===== config.mk =====
export PLATFORM = sky130hd
export DESIGN_NAME = lin_cmd_engine
export DESIGN_NICKNAME = d
export VERILOG_FILES = /design/src/rtl/lin_cmd_pkg.sv /design/src/rtl/lin_byte_fifo.sv /design/src/rtl/lin_frame_fsm.sv /design/src/rtl/lin_cmd_engine.sv
export SDC_FILE = /design/constraint.sdc
export NUM_CORES = 1
export LEC_CHECK = 0
export ABC_CLOCK_PERIOD_IN_PS = 4000
export BUFFER_PORTS_ARGS = -buffer_cell sky130_fd_sc_hd__buf_4
export CORE_MARGIN = 1.5
export CORE_UTILIZATION = 45
export CTS_CLUSTER_DIAMETER = 80
export DETAILED_ROUTE_END_ITERATION = 7
export GPL_TIMING_DRIVEN = 0
export HOLD_SLACK_MARGIN = 0.08
export PLACE_DENSITY = 0.72
export SLEW_MARGIN = 20
export SYNTH_ARGS = -nofsm -noshare
export SYNTH_HDL_FRONTEND = slang
export SYNTH_SLANG_ARGS = --single-unit

===== constraint.sdc =====
create_clock -name clk -period 4 [get_ports clk]
set_input_delay 0.6 -clock clk [delete_from_list [all_inputs] [get_ports clk]]
set_output_delay 0.6 -clock clk [all_outputs]
set_load 0.03 [all_outputs]

===== src/rtl/lin_cmd_pkg.sv =====
package lin_cmd_pkg;
  localparam int NFLAG    = 7;
  localparam int F_DONE   = 0;
  localparam int F_ABORT  = 1;
  localparam int F_CKPASS = 2;
  localparam int F_CKERR  = 3;
  localparam int F_IDPASS = 4;
  localparam int F_IDERR  = 5;
  localparam int F_REJECT = 6;
  localparam int MAX_DATA = 8;
  localparam int MIN_BRK  = 13;
  localparam logic [7:0] SYNC_BYTE = 8'h55;
  localparam logic [5:0] ID_SLEEP  = 6'h3C;
  localparam logic [5:0] ID_WAKE   = 6'h3D;

  typedef enum logic [3:0] {
    ST_IDLE, ST_BRK, ST_SYNC, ST_PID, ST_TXD, ST_TXC,
    ST_RXD, ST_RXC, ST_SSYNC, ST_SPID
  } lin_state_e;

  function automatic logic [7:0] lin_pid(input logic [5:0] id);
    logic p0, p1;
    p0 = id[0] ^ id[1] ^ id[2] ^ id[4];
    p1 = ~(id[1] ^ id[3] ^ id[4] ^ id[5]);
    return {p1, p0, id};
  endfunction

  function automatic logic [7:0] lin_cks_add(input logic [7:0] a, input logic [7:0] b);
    logic [8:0] s;
    s = {1'b0, a} + {1'b0, b};
    return s[7:0] + {7'd0, s[8]};
  endfunction
endpackage


===== src/rtl/lin_byte_fifo.sv =====
module lin_byte_fifo #(
  parameter int DEPTH = 8,
  parameter int W     = 8
) (
  input  logic         clk,
  input  logic         rst_n,
  input  logic         clr,
  input  logic         in_valid,
  output logic         in_ready,
  input  logic [W-1:0] in_data,
  output logic         out_valid,
  input  logic         out_ready,
  output logic [W-1:0] out_data
);
  localparam int AW = (DEPTH > 1) ? $clog2(DEPTH) : 1;
  localparam logic [AW:0]   FULL_CNT = (AW+1)'(DEPTH);
  localparam logic [AW-1:0] LAST     = AW'(DEPTH - 1);

  logic [W-1:0]  mem [DEPTH];
  logic [AW-1:0] wp, rp;
  logic [AW:0]   cnt;
  logic          wr, rd;

  assign in_ready  = (cnt != FULL_CNT);
  assign out_valid = (cnt != '0);
  assign out_data  = mem[rp];
  assign wr = in_valid && in_ready;
  assign rd = out_valid && out_ready;

  always_ff @(posedge clk) begin
    if (wr) mem[wp] <= in_data;
  end

  always_ff @(posedge clk or negedge rst_n) begin
    if (!rst_n) begin
      wp <= '0; rp <= '0; cnt <= '0;
    end else if (clr) begin
      wp <= '0; rp <= '0; cnt <= '0;
    end else begin
      if (wr) wp <= (wp == LAST) ? '0 : wp + AW'(1);
      if (rd) rp <= (rp == LAST) ? '0 : rp + AW'(1);
      cnt <= cnt + (AW+1)'(wr) - (AW+1)'(rd);
    end
  end

  assert_fifo_bound_R14: assert property (@(posedge clk) disable iff (!rst_n)
    cnt <= FULL_CNT);
endmodule


===== src/rtl/lin_frame_fsm.sv =====
module lin_frame_fsm
  import lin_cmd_pkg::*;
#(
  parameter int TO_W = 16
) (
  input  logic            clk,
  input  logic            rst_n,
  input  logic            soft_rst,
  input  logic            cfg_master,
  input  logic            cfg_enhanced,
  input  logic [5:0]      cfg_id,
  input  logic [3:0]      cfg_tx_cnt,
  input  logic [3:0]      cfg_rx_cnt,
  input  logic [4:0]      cfg_brk_len,
  input  logic [TO_W-1:0] cfg_timeout,
  input  logic            doorbell,
  input  logic            txf_valid,
  output logic            txf_ready,
  input  logic [7:0]      txf_data,
  output logic            rxf_valid,
  input  logic            rxf_ready,
  output logic [7:0]      rxf_data,
  output logic            ser_tx_valid,
  input  logic            ser_tx_ready,
  output logic            ser_tx_brk,
  output logic [7:0]      ser_tx_data,
  input  logic            ser_rx_valid,
  input  logic            ser_rx_brk,
  input  logic [7:0]      ser_rx_data,
  output logic [5:0]      rx_id,
  output logic [NFLAG-1:0] ev
);
  lin_state_e state, nstate;
  logic [7:0]      sum, nsum, pid, npid;
  logic [3:0]      cnt, ncnt, cmd_tx, ncmd_tx, cmd_rx, ncmd_rx;
  logic [TO_W-1:0] tmr, ntmr;
  logic [5:0]      nrx_id, id_use;
  logic            cmd_bad, hs;
  logic [7:0]      brk_byte;

  assign cmd_bad = (cfg_tx_cnt > 4'(MAX_DATA)) || (cfg_rx_cnt > 4'(MAX_DATA)) ||
                   ((cfg_tx_cnt != '0) && (cfg_rx_cnt != '0));
  assign brk_byte = (cfg_brk_len < 5'(MIN_BRK)) ? 8'(MIN_BRK) : {3'd0, cfg_brk_len};
  assign id_use = cfg_master ? cfg_id : rx_id;

  assign ser_tx_valid = (state == ST_BRK) || (state == ST_SYNC) || (state == ST_PID) ||
                        (state == ST_TXC) || ((state == ST_TXD) && txf_valid);
  assign ser_tx_brk = (state == ST_BRK);
  assign hs = ser_tx_valid && ser_tx_ready;
  assign txf_ready = (state == ST_TXD) && ser_tx_ready;
  assign rxf_valid = (state == ST_RXD) && ser_rx_valid;
  assign rxf_data  = ser_rx_data;

  always_comb begin
    case (state)
      ST_BRK:  ser_tx_data = brk_byte;
      ST_SYNC: ser_tx_data = SYNC_BYTE;
      ST_PID:  ser_tx_data = pid;
      ST_TXD:  ser_tx_data = txf_data;
      ST_TXC:  ser_tx_data = ~sum;
      default: ser_tx_data = 8'h00;
    endcase
  end

  always_comb begin
    nstate = state; nsum = sum; ncnt = cnt; npid = pid;
    ncmd_tx = cmd_tx; ncmd_rx = cmd_rx; nrx_id = rx_id; ev = '0;
    ntmr = (state == ST_IDLE) ? '0 : tmr + TO_W'(1);
    case (state)
      ST_IDLE: begin
        if (doorbell) begin
          if (cmd_bad) ev[F_REJECT] = 1'b1;
          else begin
            ncmd_tx = cfg_tx_cnt; ncmd_rx = cfg_rx_cnt; ncnt = '0;
            npid = lin_pid(id_use);
            nsum = (cfg_enhanced && id_use != ID_SLEEP && id_use != ID_WAKE) ? npid : 8'h00;
            if (cfg_master)               nstate = ST_BRK;
            else if (cfg_tx_cnt != '0)    nstate = ST_TXD;
            else if (cfg_rx_cnt != '0)    nstate = ST_RXD;
            else                          ev[F_DONE] = 1'b1;
          end
        end else if (!cfg_master && ser_rx_brk) nstate = ST_SSYNC;
      end
      ST_BRK:  if (hs) nstate = ST_SYNC;
      ST_SYNC: if (hs) nstate = ST_PID;
      ST_PID: if (hs) begin
        if (cmd_tx != '0)      nstate = ST_TXD;
        else if (cmd_rx != '0) nstate = ST_RXD;
        else begin ev[F_DONE] = 1'b1; nstate = ST_IDLE; end
      end
      ST_TXD: if (hs) begin
        nsum = lin_cks_add(sum, txf_data);
        ncnt = cnt + 4'd1;
        if (cnt + 4'd1 == cmd_tx) nstate = ST_TXC;
      end
      ST_TXC: if (hs) begin ev[F_DONE] = 1'b1; nstate = ST_IDLE; end
      ST_RXD: if (ser_rx_valid) begin
        nsum = lin_cks_add(sum, ser_rx_data);
        ncnt = cnt + 4'd1;
        if (cnt + 4'd1 == cmd_rx) nstate = ST_RXC;
      end
      ST_RXC: if (ser_rx_valid) begin
        if (ser_rx_data == ~sum) ev[F_CKPASS] = 1'b1;
        else                     ev[F_CKERR]  = 1'b1;
        nstate = ST_IDLE;
      end
      ST_SSYNC: if (ser_rx_valid) nstate = (ser_rx_data == SYNC_BYTE) ? ST_SPID : ST_IDLE;
      ST_SPID: if (ser_rx_valid) begin
        if (lin_pid(ser_rx_data[5:0]) == ser_rx_data) begin
          ev[F_IDPASS] = 1'b1; nrx_id = ser_rx_data[5:0];
        end else ev[F_IDERR] = 1'b1;
        nstate = ST_IDLE;
      end
      default: nstate = ST_IDLE;
    endcase
    if (state != ST_IDLE && nstate != ST_IDLE && cfg_timeout != '0 &&
        tmr == cfg_timeout - TO_W'(1)) begin
      ev[F_ABORT] = 1'b1;
      nstate = ST_IDLE;
    end
  end

  always_ff @(posedge clk or negedge rst_n) begin
    if (!rst_n) begin
      state <= ST_IDLE; sum <= '0; cnt <= '0; pid <= '0;
      cmd_tx <= '0; cmd_rx <= '0; tmr <= '0; rx_id <= '0;
    end else if (soft_rst) begin
      state <= ST_IDLE; sum <= '0; cnt <= '0; pid <= '0;
      cmd_tx <= '0; cmd_rx <= '0; tmr <= '0; rx_id <= '0;
    end else begin
      state <= nstate; sum <= nsum; cnt <= ncnt; pid <= npid;
      cmd_tx <= ncmd_tx; cmd_rx <= ncmd_rx; tmr <= ntmr; rx_id <= nrx_id;
    end
  end

  assert_pid_parity_R1: assert property (@(posedge clk) disable iff (!rst_n)
    (state == ST_PID && ser_tx_valid) |->
      (ser_tx_data[6] == (ser_tx_data[0] ^ ser_tx_data[1] ^ ser_tx_data[2] ^ ser_tx_data[4])) &&
      (ser_tx_data[7] != (ser_tx_data[1] ^ ser_tx_data[3] ^ ser_tx_data[4] ^ ser_tx_data[5])));
  assert_reject_silent_R2: assert property (@(posedge clk) disable iff (!rst_n)
    (state == ST_IDLE && doorbell && cmd_bad && !soft_rst) |=> !ser_tx_valid);
  assert_brk_min_R3: assert property (@(posedge clk) disable iff (!rst_n)
    ser_tx_brk |-> (ser_tx_data >= 8'(MIN_BRK)));
  assert_cks_excl_R6: assert property (@(posedge clk) disable iff (!rst_n)
    !(ev[F_CKPASS] && ev[F_CKERR]));
  assert_rx_no_overflow_R6: assert property (@(posedge clk) disable iff (!rst_n)
    rxf_valid |-> rxf_ready);
  assert_done_abort_excl_R7: assert property (@(posedge clk) disable iff (!rst_n)
    !(ev[F_DONE] && ev[F_ABORT]));
endmodule


===== src/rtl/lin_cmd_engine.sv =====
module lin_cmd_engine
  import lin_cmd_pkg::*;
#(
  parameter int FIFO_DEPTH = 8,
  parameter int TO_W       = 16
) (
  input  logic             clk,
  input  logic             rst_n,
  input  logic             soft_rst,
  input  logic             cfg_master,
  input  logic             cfg_enhanced,
  input  logic [5:0]       cfg_id,
  input  logic [3:0]       cfg_tx_cnt,
  input  logic [3:0]       cfg_rx_cnt,
  input  logic [4:0]       cfg_brk_len,
  input  logic [TO_W-1:0]  cfg_timeout,
  input  logic             doorbell,
  input  logic             tx_fifo_clr,
  input  logic             rx_fifo_clr,
  input  logic             txq_valid,
  output logic             txq_ready,
  input  logic [7:0]       txq_data,
  output logic             rxq_valid,
  input  logic             rxq_ready,
  output logic [7:0]       rxq_data,
  output logic             ser_tx_valid,
  input  logic             ser_tx_ready,
  output logic             ser_tx_brk,
  output logic [7:0]       ser_tx_data,
  input  logic             ser_rx_valid,
  input  logic             ser_rx_brk,
  input  logic [7:0]       ser_rx_data,
  input  logic [NFLAG-1:0] irq_en,
  input  logic [NFLAG-1:0] flag_clr,
  output logic [NFLAG-1:0] flags,
  output logic             irq,
  output logic [5:0]       rx_id
);
  logic             txf_valid, txf_ready, rxf_valid, rxf_ready;
  logic [7:0]       txf_data, rxf_data;
  logic [NFLAG-1:0] ev;

  lin_byte_fifo #(.DEPTH(FIFO_DEPTH), .W(8)) u_txq (
    .clk(clk), .rst_n(rst_n), .clr(tx_fifo_clr | soft_rst),
    .in_valid(txq_valid), .in_ready(txq_ready), .in_data(txq_data),
    .out_valid(txf_valid), .out_ready(txf_ready), .out_data(txf_data));

  lin_byte_fifo #(.DEPTH(FIFO_DEPTH), .W(8)) u_rxq (
    .clk(clk), .rst_n(rst_n), .clr(rx_fifo_clr | soft_rst),
    .in_valid(rxf_valid), .in_ready(rxf_ready), .in_data(rxf_data),
    .out_valid(rxq_valid), .out_ready(rxq_ready), .out_data(rxq_data));

  lin_frame_fsm #(.TO_W(TO_W)) u_fsm (
    .clk(clk), .rst_n(rst_n), .soft_rst(soft_rst),
    .cfg_master(cfg_master), .cfg_enhanced(cfg_enhanced), .cfg_id(cfg_id),
    .cfg_tx_cnt(cfg_tx_cnt), .cfg_rx_cnt(cfg_rx_cnt), .cfg_brk_len(cfg_brk_len),
    .cfg_timeout(cfg_timeout), .doorbell(doorbell),
    .txf_valid(txf_valid), .txf_ready(txf_ready), .txf_data(txf_data),
    .rxf_valid(rxf_valid), .rxf_ready(rxf_ready), .rxf_data(rxf_data),
    .ser_tx_valid(ser_tx_valid), .ser_tx_ready(ser_tx_ready),
    .ser_tx_brk(ser_tx_brk), .ser_tx_data(ser_tx_data),
    .ser_rx_valid(ser_rx_valid), .ser_rx_brk(ser_rx_brk), .ser_rx_data(ser_rx_data),
    .rx_id(rx_id), .ev(ev));

  always_ff @(posedge clk or negedge rst_n) begin
    if (!rst_n)        flags <= '0;
    else if (soft_rst) flags <= '0;
    else               flags <= (flags & ~flag_clr) | ev;
  end

  assign irq = |(flags & irq_en);

  assert_flags_sticky_R11: assert property (@(posedge clk) disable iff (!rst_n)
    !soft_rst |=> ((flags & $past(flags & ~flag_clr)) == $past(flags & ~flag_clr)));
endmodule


==> impl_metrics.ini, run 1 <==
[detailed_routing]
drc = 0
vias = 8366
drt_pre_antenna_iters = 5
totalWireLength_mm = 28.2
post_drt_wl_per_cell_um = 19.1
ant_nets = 0
via_per_inst = 5.66
dr.first_iter.drc_count = 519

[sta]
fin_skew_ns = 0.0114
hold_ws_ns = 0.140
worst_slew_pin_slew_ns = 1.09
hold_viol = 0
post-route-period-util_pct = 97.2
final.min_clock_period_ns = 3.89
slew_viol_final = 0
setup_viol = 0
setup_slack_ns = 0.112
tns_ns = 0
rsz0062_at_grt = yes
slew-limit-headroom_pct = 26.5
max_freq_ghz = 0.257

[floorplanning]
io_pins = 112
die_x_um = 162
die-area_um2 = 26400
coreArea_um2 = 25000
start_util_pct = 45.7
fp-row-count = 58
die_h_um = 162

[synthesis]
syn-num-nets = 1115
netlist_area_um2 = 11400
syn_area_per_cell_um2 = 11.6
synth_enable_flop_cells = 128
synth_cell_types = 83
yosys_warnings = 0
synthArstFlopShare_pct = 38.8
synth-seq-cells = 209
synth_ff_type = edfxtp_1
yosysSeqAreaShare_pct = 51.3
syn_inst = 987

[pwr]
leakagePower_uw = 0.00535
ir_drop_mv = 0.376
clkPwrFrac_pct = 37.7
combinationalPowerShare_pct = 16.7
seq_power_share_pct = 45.6
p_sw_share_pct = 25.9
power_density_nw_per_um2 = 384
p_int_uw = 3870
switching_power_uw = 1350

[flow_run]
maxCapViolCount = 0

[finish]
multi_input_area_um2 = 5370
post-route-cell-area_um2 = 13600
n_antenna_cell = 0
layout-drive-gt1-share_pct = 21.9
seq_area_um2 = 5870
area_delta_synth_final_pct = 19.1
num-fill-cells = 2136
fin_nets = 1259

[clocking]
cts_buffers = 23
path_clk_slew_ns = 0.06
clkLatencyLatePin_ns = 0.50
cts_tree = done
cts_buffer_depth = 3
postCtsHoldBufs = 0
htree_levels = 1
cts_root_buffer = clkbuf_16
cts_sinks = 209

[critical_path]
end_kind = flop
reg2reg_depth = 20
critPathKind = flop to flop
rrSetupSlack_ns = 0.11
path_max_fanout = 7
reg2reg_to = u_fsm.sum[4]$_DFFE_PN0P_
critPathLaunchType = flop
crit_required_ns = 4.38
arrival_ns = 4.27
rr_startpoint = u_txq.rp[0]$_DFFE_PN0P_

[global_routing]
grt_use_total_pct = 21.5
top_usage_layer = met2
grt_pass1_vias = 8253
overflow = 0
grt_first_pass_wirelength_mm = 44.2
grtUsageMet2_pct = 36.7
grt.met3_usage_pct = 3.31
gr-usage-met1_pct = 28.5
antenna_found_initial = 0
grt_max_degree = 82

[run_status]
outcome = completed

[min_path]
min_path_type = input pin to async pin

[placed_design]
gp_congestion = 0.916
post-dp-hpwl_mm = 20.9
dp_slack_ns = -0.721
place_area_um2 = 12700
io_buffers = 108
## power by group through the flow
stage,logic (µW),registers [µW],clock network (µW)
5_1_grt,968,2390,2100
3_5_place_dp,853,2430,0
3_3_place_gp,833,2420,0
6_report,873,2380,1970
4_1_cts,863,2380,2000
2_1_floorplan,566,2410,0
## area by class of cell
class | instances | area share (%)
Clock inverter | 12 | 0.670
Tap cell | 330 | 3.03
Sequential cell | 209 | 43.1
Multi-Input combinational cell | 695 | 39.4
Timing Repair Buffer | 120 | 6.71
Inverter | 47 | 1.29
Clock buffer | 29 | 4.54
Buffer | 35 | 1.27
## flip-flops by register name, indices dropped and copies added (netlist names)
register / flops
u_rxq.mem: 64
u_rxq.wp: 3
flags: 7
u_txq.cnt: 4
u_rxq.cnt: 4
u_fsm.rx_id: 6
u_fsm.state: 4
u_txq.wp: 3
u_fsm.cmd_rx: 4
u_fsm.sum: 8
u_fsm.cnt: 4
u_fsm.cmd_tx: 4
u_fsm.pid: 8
u_rxq.rp: 3
u_txq.rp: 3
u_txq.mem: 64
u_fsm.tmr: 16
## cells in the mapped netlist (all sizes together), types with 4 or more instances
cell / number / share of area (%)
a211o: 6 / 0.46
a211oi: 7 / 0.46
a21o: 6 / 0.39
a21oi: 35 / 1.5
a221o: 5 / 0.44
a31oi: 6 / 0.33
and2: 4 / 0.22
and3: 9 / 0.49
buf: 6 / 0.28
clkbuf: 30 / 0.98
dfrtp: 81 / 18
edfxtp: 128 / 34
fa: 4 / 0.70
ha: 46 / 5.0
inv: 45 / 1.5
mux2: 16 / 1.6
mux2i: 16 / 1.4
mux4: 32 / 6.3
nand2: 74 / 2.4
nand2b: 18 / 0.98
nand3: 20 / 0.87
nand4: 7 / 0.38
nor2: 99 / 3.2
nor2b: 4 / 0.22
nor3: 31 / 1.4
nor3b: 6 / 0.39
nor4: 13 / 0.97
o211ai: 5 / 0.33
o21a: 9 / 0.59
o21ai: 43 / 1.9
o21bai: 5 / 0.33
o31ai: 10 / 0.66
or2: 14 / 0.79
or3: 14 / 0.77
xnor2: 38 / 2.9
xor2: 26 / 2.0
## through the flow
stage / cells / util (%) / total power, µW
after detailed placement: 1426 / 50.8 / 3280
after floorplan: 987 / - / 2980
final: 1477 / 54.4 / 5230
after CTS: 1472 / 54.0 / 5250
after global placement: 1425 / 50.6 / 3260
after global routing: 1477 / 54.4 / 5460
## layout by cell type (no fill, tap or decap), types with 10 or more instances in the layout
cell type,instances
edfxtp_1,128
buf_4,117
nor2_1,99
dfrtp_1,80
nand2_1,74
inv_1,43
ha_1,41
o21ai_0,40
xnor2_1,38
a21oi_1,35
mux4_2,32
clkbuf_1,31
xor2_1,26
nor3_1,24
clkbuf_16,23
nand3_1,20
nand2b_1,18
mux2i_1,16
or3_1,14
mux2_2,12
or2_2,11
o31ai_1,10
## per-layer routing
metal,wire (µm),vias to the layer above
met1,12100,4077
met2,13800,257
met5,0,-
met4,671,0
met3,1680,44
li1,-,3988
## kinds of logic (layout without fill, tap and decap cells)
kind of cell | count (synthesis) | in the layout | synth area share [%]
muxes | 64 | 64 | 9.27
DFF | 209 | 209 | 51.3
AOI/OAI and AO/OA | 187 | 187 | 11.4
adders and majority gates | 50 | 50 | 5.73
and+or+nand+nor | 329 | 329 | 14.4
xor gates and xnor gates | 65 | 65 | 5.10
buffers and inverters | 83 | 243 | 2.81
## worst max-delay path: stages, from the launching register on
cell and delay (ns):
dfrtp_1 0.38, buf_8 0.12, buf_12 0.12, mux4_2 0.48, mux2_4 0.31, ha_4 0.18
inv_2 0.05, fa_2 0.20, nor2b_2 0.05, o221a_4 0.22, o31a_1 0.25, o21ai_1 0.13
nand2b_1 0.08, ha_2 0.20, ha_2 0.18, and2_4 0.14, o211ai_1 0.10, xnor2_1 0.10
mux2i_1 0.18, o22ai_1 0.09, a22o_1 0.20
## how the worst max path moves through the flow
stage,cells past startpoint,endpoint,startpoint
finish,20,u_fsm.sum[4]$_DFFE_PN0P_,u_txq.rp[0]$_DFFE_PN0P_
global route,20,u_fsm.sum[4]$_DFFE_PN0P_,u_txq.rp[0]$_DFFE_PN0P_
CTS,18,u_fsm.sum[4]$_DFFE_PN0P_,u_txq.rp[0]$_DFFE_PN0P_
detailed placement,20,u_fsm.sum[4]$_DFFE_PN0P_,u_txq.rp[1]$_DFFE_PN0P_
global placement,20,u_fsm.sum[4]$_DFFE_PN0P_,u_txq.rp[1]$_DFFE_PN0P_
floorplan,20,u_fsm.sum[4]$_DFFE_PN0P_,u_txq.rp[1]$_DFFE_PN0P_
## timing repair
item	in CTS	in global routing
endpoints found under the setup margin	8	13
pin swaps	3	5
gates resized for setup	17	14
buffers inserted	6	5
Note: power is estimated with default switching activity, not from simulation.
==> run 2: changes to the inputs <==
--- a/config.mk
+++ b/config.mk
@@ -14,6 +14,7 @@
 export GPL_TIMING_DRIVEN = 0
 export HOLD_SLACK_MARGIN = 0.08
 export PLACE_DENSITY = 0.72
+export SETUP_SLACK_MARGIN = 0.15
 export SLEW_MARGIN = 20
 export SYNTH_ARGS = -nofsm -noshare
 export SYNTH_HDL_FRONTEND = slang
==> impl_metrics.ini, run 2 (synthesis gave the netlist of run 1 again) <==
[finish]
fin_nets = 1263
final_common_cell = edfxtp_1
n_antenna_cell = 0
area_delta_synth_final_pct = 19.6
post-route-cell-area_um2 = 13700
layout-drive-gt1-share_pct = 22.0
top_regs = u_rxq.mem x64, u_txq.mem x64, u_fsm.tmr x16
layout_common_cells = edfxtp_1, buf_4, nor2_1

[critical_path]
path_common_cell = ha_4
cpMaxStageDelayCell = mux4_2
path_max_fanout = 7
arrival_ns = 4.28
critPathLaunchType = flop
cp_cell_sequence = buf_8 -> buf_12 -> mux4_2 -> mux2_4 -> ha_4 -> inv_2 -> fa_2 -> nor2b_2 -> o221a_4 -> o31a_1 -> o21ai_1 -> nand2b_1 -> ha_2 -> ha_4 -> and2_4 -> o211ai_1 -> xnor2_1 -> mux2i_1 -> o22ai_1 -> a22o_1
cpPeakStageDelay_ns = 0.49
crit_required_ns = 4.39
critPathKind = flop to flop
end_kind = flop

[global_routing]
grt_use_total_pct = 21.3
grt_pass1_vias = 8268
grt_max_degree = 82
grt_first_pass_wirelength_mm = 43.9
overflow = 0
antenna_found_initial = 0

[pwr]
leakagePower_uw = 0.00537
switching_power_uw = 1360
seq_power_share_pct = 45.5
p_sw_share_pct = 25.8
clkPwrFrac_pct = 37.8
power_density_nw_per_um2 = 383
ir_drop_mv = 0.348
combinationalPowerShare_pct = 16.7
p_int_uw = 3890
finalPower_uw = 5240

[detailed_routing]
post_drt_wl_per_cell_um = 18.7
dr.first_iter.drc_count = 538
drt_pre_antenna_iters = 5
vias = 8403
drc = 0
via_per_inst = 5.67
totalWireLength_mm = 27.6
ant_nets = 0

[placed_design]
io_buffers = 108
place_area_um2 = 12700
gp_congestion = 0.903
post-dp-hpwl_mm = 20.2

[sta]
worst_slew_pin_slew_ns = 0.962
hold_viol = 0
slew-limit-headroom_pct = 35.3
rsz0062_at_grt = yes
max_freq_ghz = 0.257
fin_skew_ns = 0.0105
final.min_clock_period_ns = 3.89
setup_viol = 0
slew_viol_final = 0
post-route-period-util_pct = 97.3

[flow_run]
maxCapViolCount = 0

[floorplanning]
die_x_um = 162
die-area_um2 = 26400
start_util_pct = 45.7
die_h_um = 162
coreArea_um2 = 25000
fp-row-count = 58
io_pins = 112

[clocking]
path_clk_slew_ns = 0.06
clkLatencyLatePin_ns = 0.50
cts_buffer_depth = 3
cts_root_buffer = clkbuf_16
cts_tree = done
cts_buffers = 23
cts_sinks = 209
htree_levels = 1
postCtsHoldBufs = 0

[run_status]
outcome = completed

[min_path]
min_path_type = input pin to async pin
## run 2: cell types whose count changed in the layout (fill, tap and decap cells not counted), moves of 2 or more
cell | before | now
clkbuf_1 | 31 | 38
clkinv_2 | 5 | 0
buf_4 | 117 | 120
clkinv_1 | 5 | 3
inv_4 | 0 | 2
## run 2: critical path, delay by kind of cell, from the launching register on
kind                     cells  cell delay, ns
multiplexers                 3            0.98
AND/OR/NAND/NOR              3            0.27
AO/OA/AOI/OAI                6            1.01
XOR/XNOR                     1            0.11
flip-flops                   1            0.38
buffers and inverters        3            0.30
adder cells (fa/ha/maj)      4            0.74
## run 2: path summary, 6_finish.rpt
check / start / end / slack, ns / depth (start not counted)
setup / recovery: u_txq.rp[0]$_DFFE_PN0P_ / u_fsm.sum[4]$_DFFE_PN0P_ / 0.11 / 20
hold / removal: rst_n / u_fsm.tmr[0]$_DFF_PN0_ / 0.16 / 1
setup reg to reg: u_txq.rp[0]$_DFFE_PN0P_ / u_fsm.sum[4]$_DFFE_PN0P_ / 0.11 / 20
hold reg to reg: u_fsm.pid[4]$_DFFE_PN0P_ / u_fsm.pid[4]$_DFFE_PN0P_ / 0.48 / 2
max in group asynchronous: rst_n / flags[5]$_DFF_PN0_ / 3.34 / 1
min in group clk: txq_data[2] / u_txq.mem[2][2]$_DFFE_PP_ / 0.33 / 1
## run 2: final cells by class
class                   count  area (µm²)
inverters                  47         176
multi-input cells         695        5400
well taps                 330         413
plain buffers              36         186
clock inverters             5        55.1
flip-flops and latches    209        5870
fillers                  2135       11300
repair buffers            123         937
clock buffers              36         644
## run 2: stage by stage
stage,setup WS (ns),cells,util [%],hold WS [ns],setup TNS (ns)
4_1_cts,0.0685,1479,54.5,0.325,0
3_3_place_gp,-0.233,1425,50.7,0.457,-0.459
3_5_place_dp,-0.251,1427,50.9,0.467,-0.504
6_report,0.110,1481,54.7,0.159,0
2_1_floorplan,0.170,987,-,0.304,0
5_1_grt,-0.0311,1481,54.7,0.220,-0.0311
## run 2: timing repair
action | 4_1_cts | 5_1_grt
setup endpoints to repair | 7 | 15
pin swaps | 8 | 8
gates cloned | 0 | 0
resized for setup | 22 | 10
buffers inserted | 11 | 2
## run 2: metal layers
layer | track usage (%) | part of all wire (%) | vias up
li1 | - | - | 3984
met1 | 28.8 | 44 | 4097
met2 | 35.5 | 47 | 257
met3 | 3.11 | 5.2 | 65
met4 | 7.09 | 3.4 | 0
met5 | 0 | 0 | -
## run 2: power groups by stage
stage / logic [µW] / registers [µW] / clock network [µW]
3_3_place_gp: 832 / 2420 / 0
2_1_floorplan: 566 / 2410 / 0
5_1_grt: 975 / 2390 / 2090
4_1_cts: 866 / 2380 / 2000
3_5_place_dp: 844 / 2430 / 0
6_report: 878 / 2390 / 1980
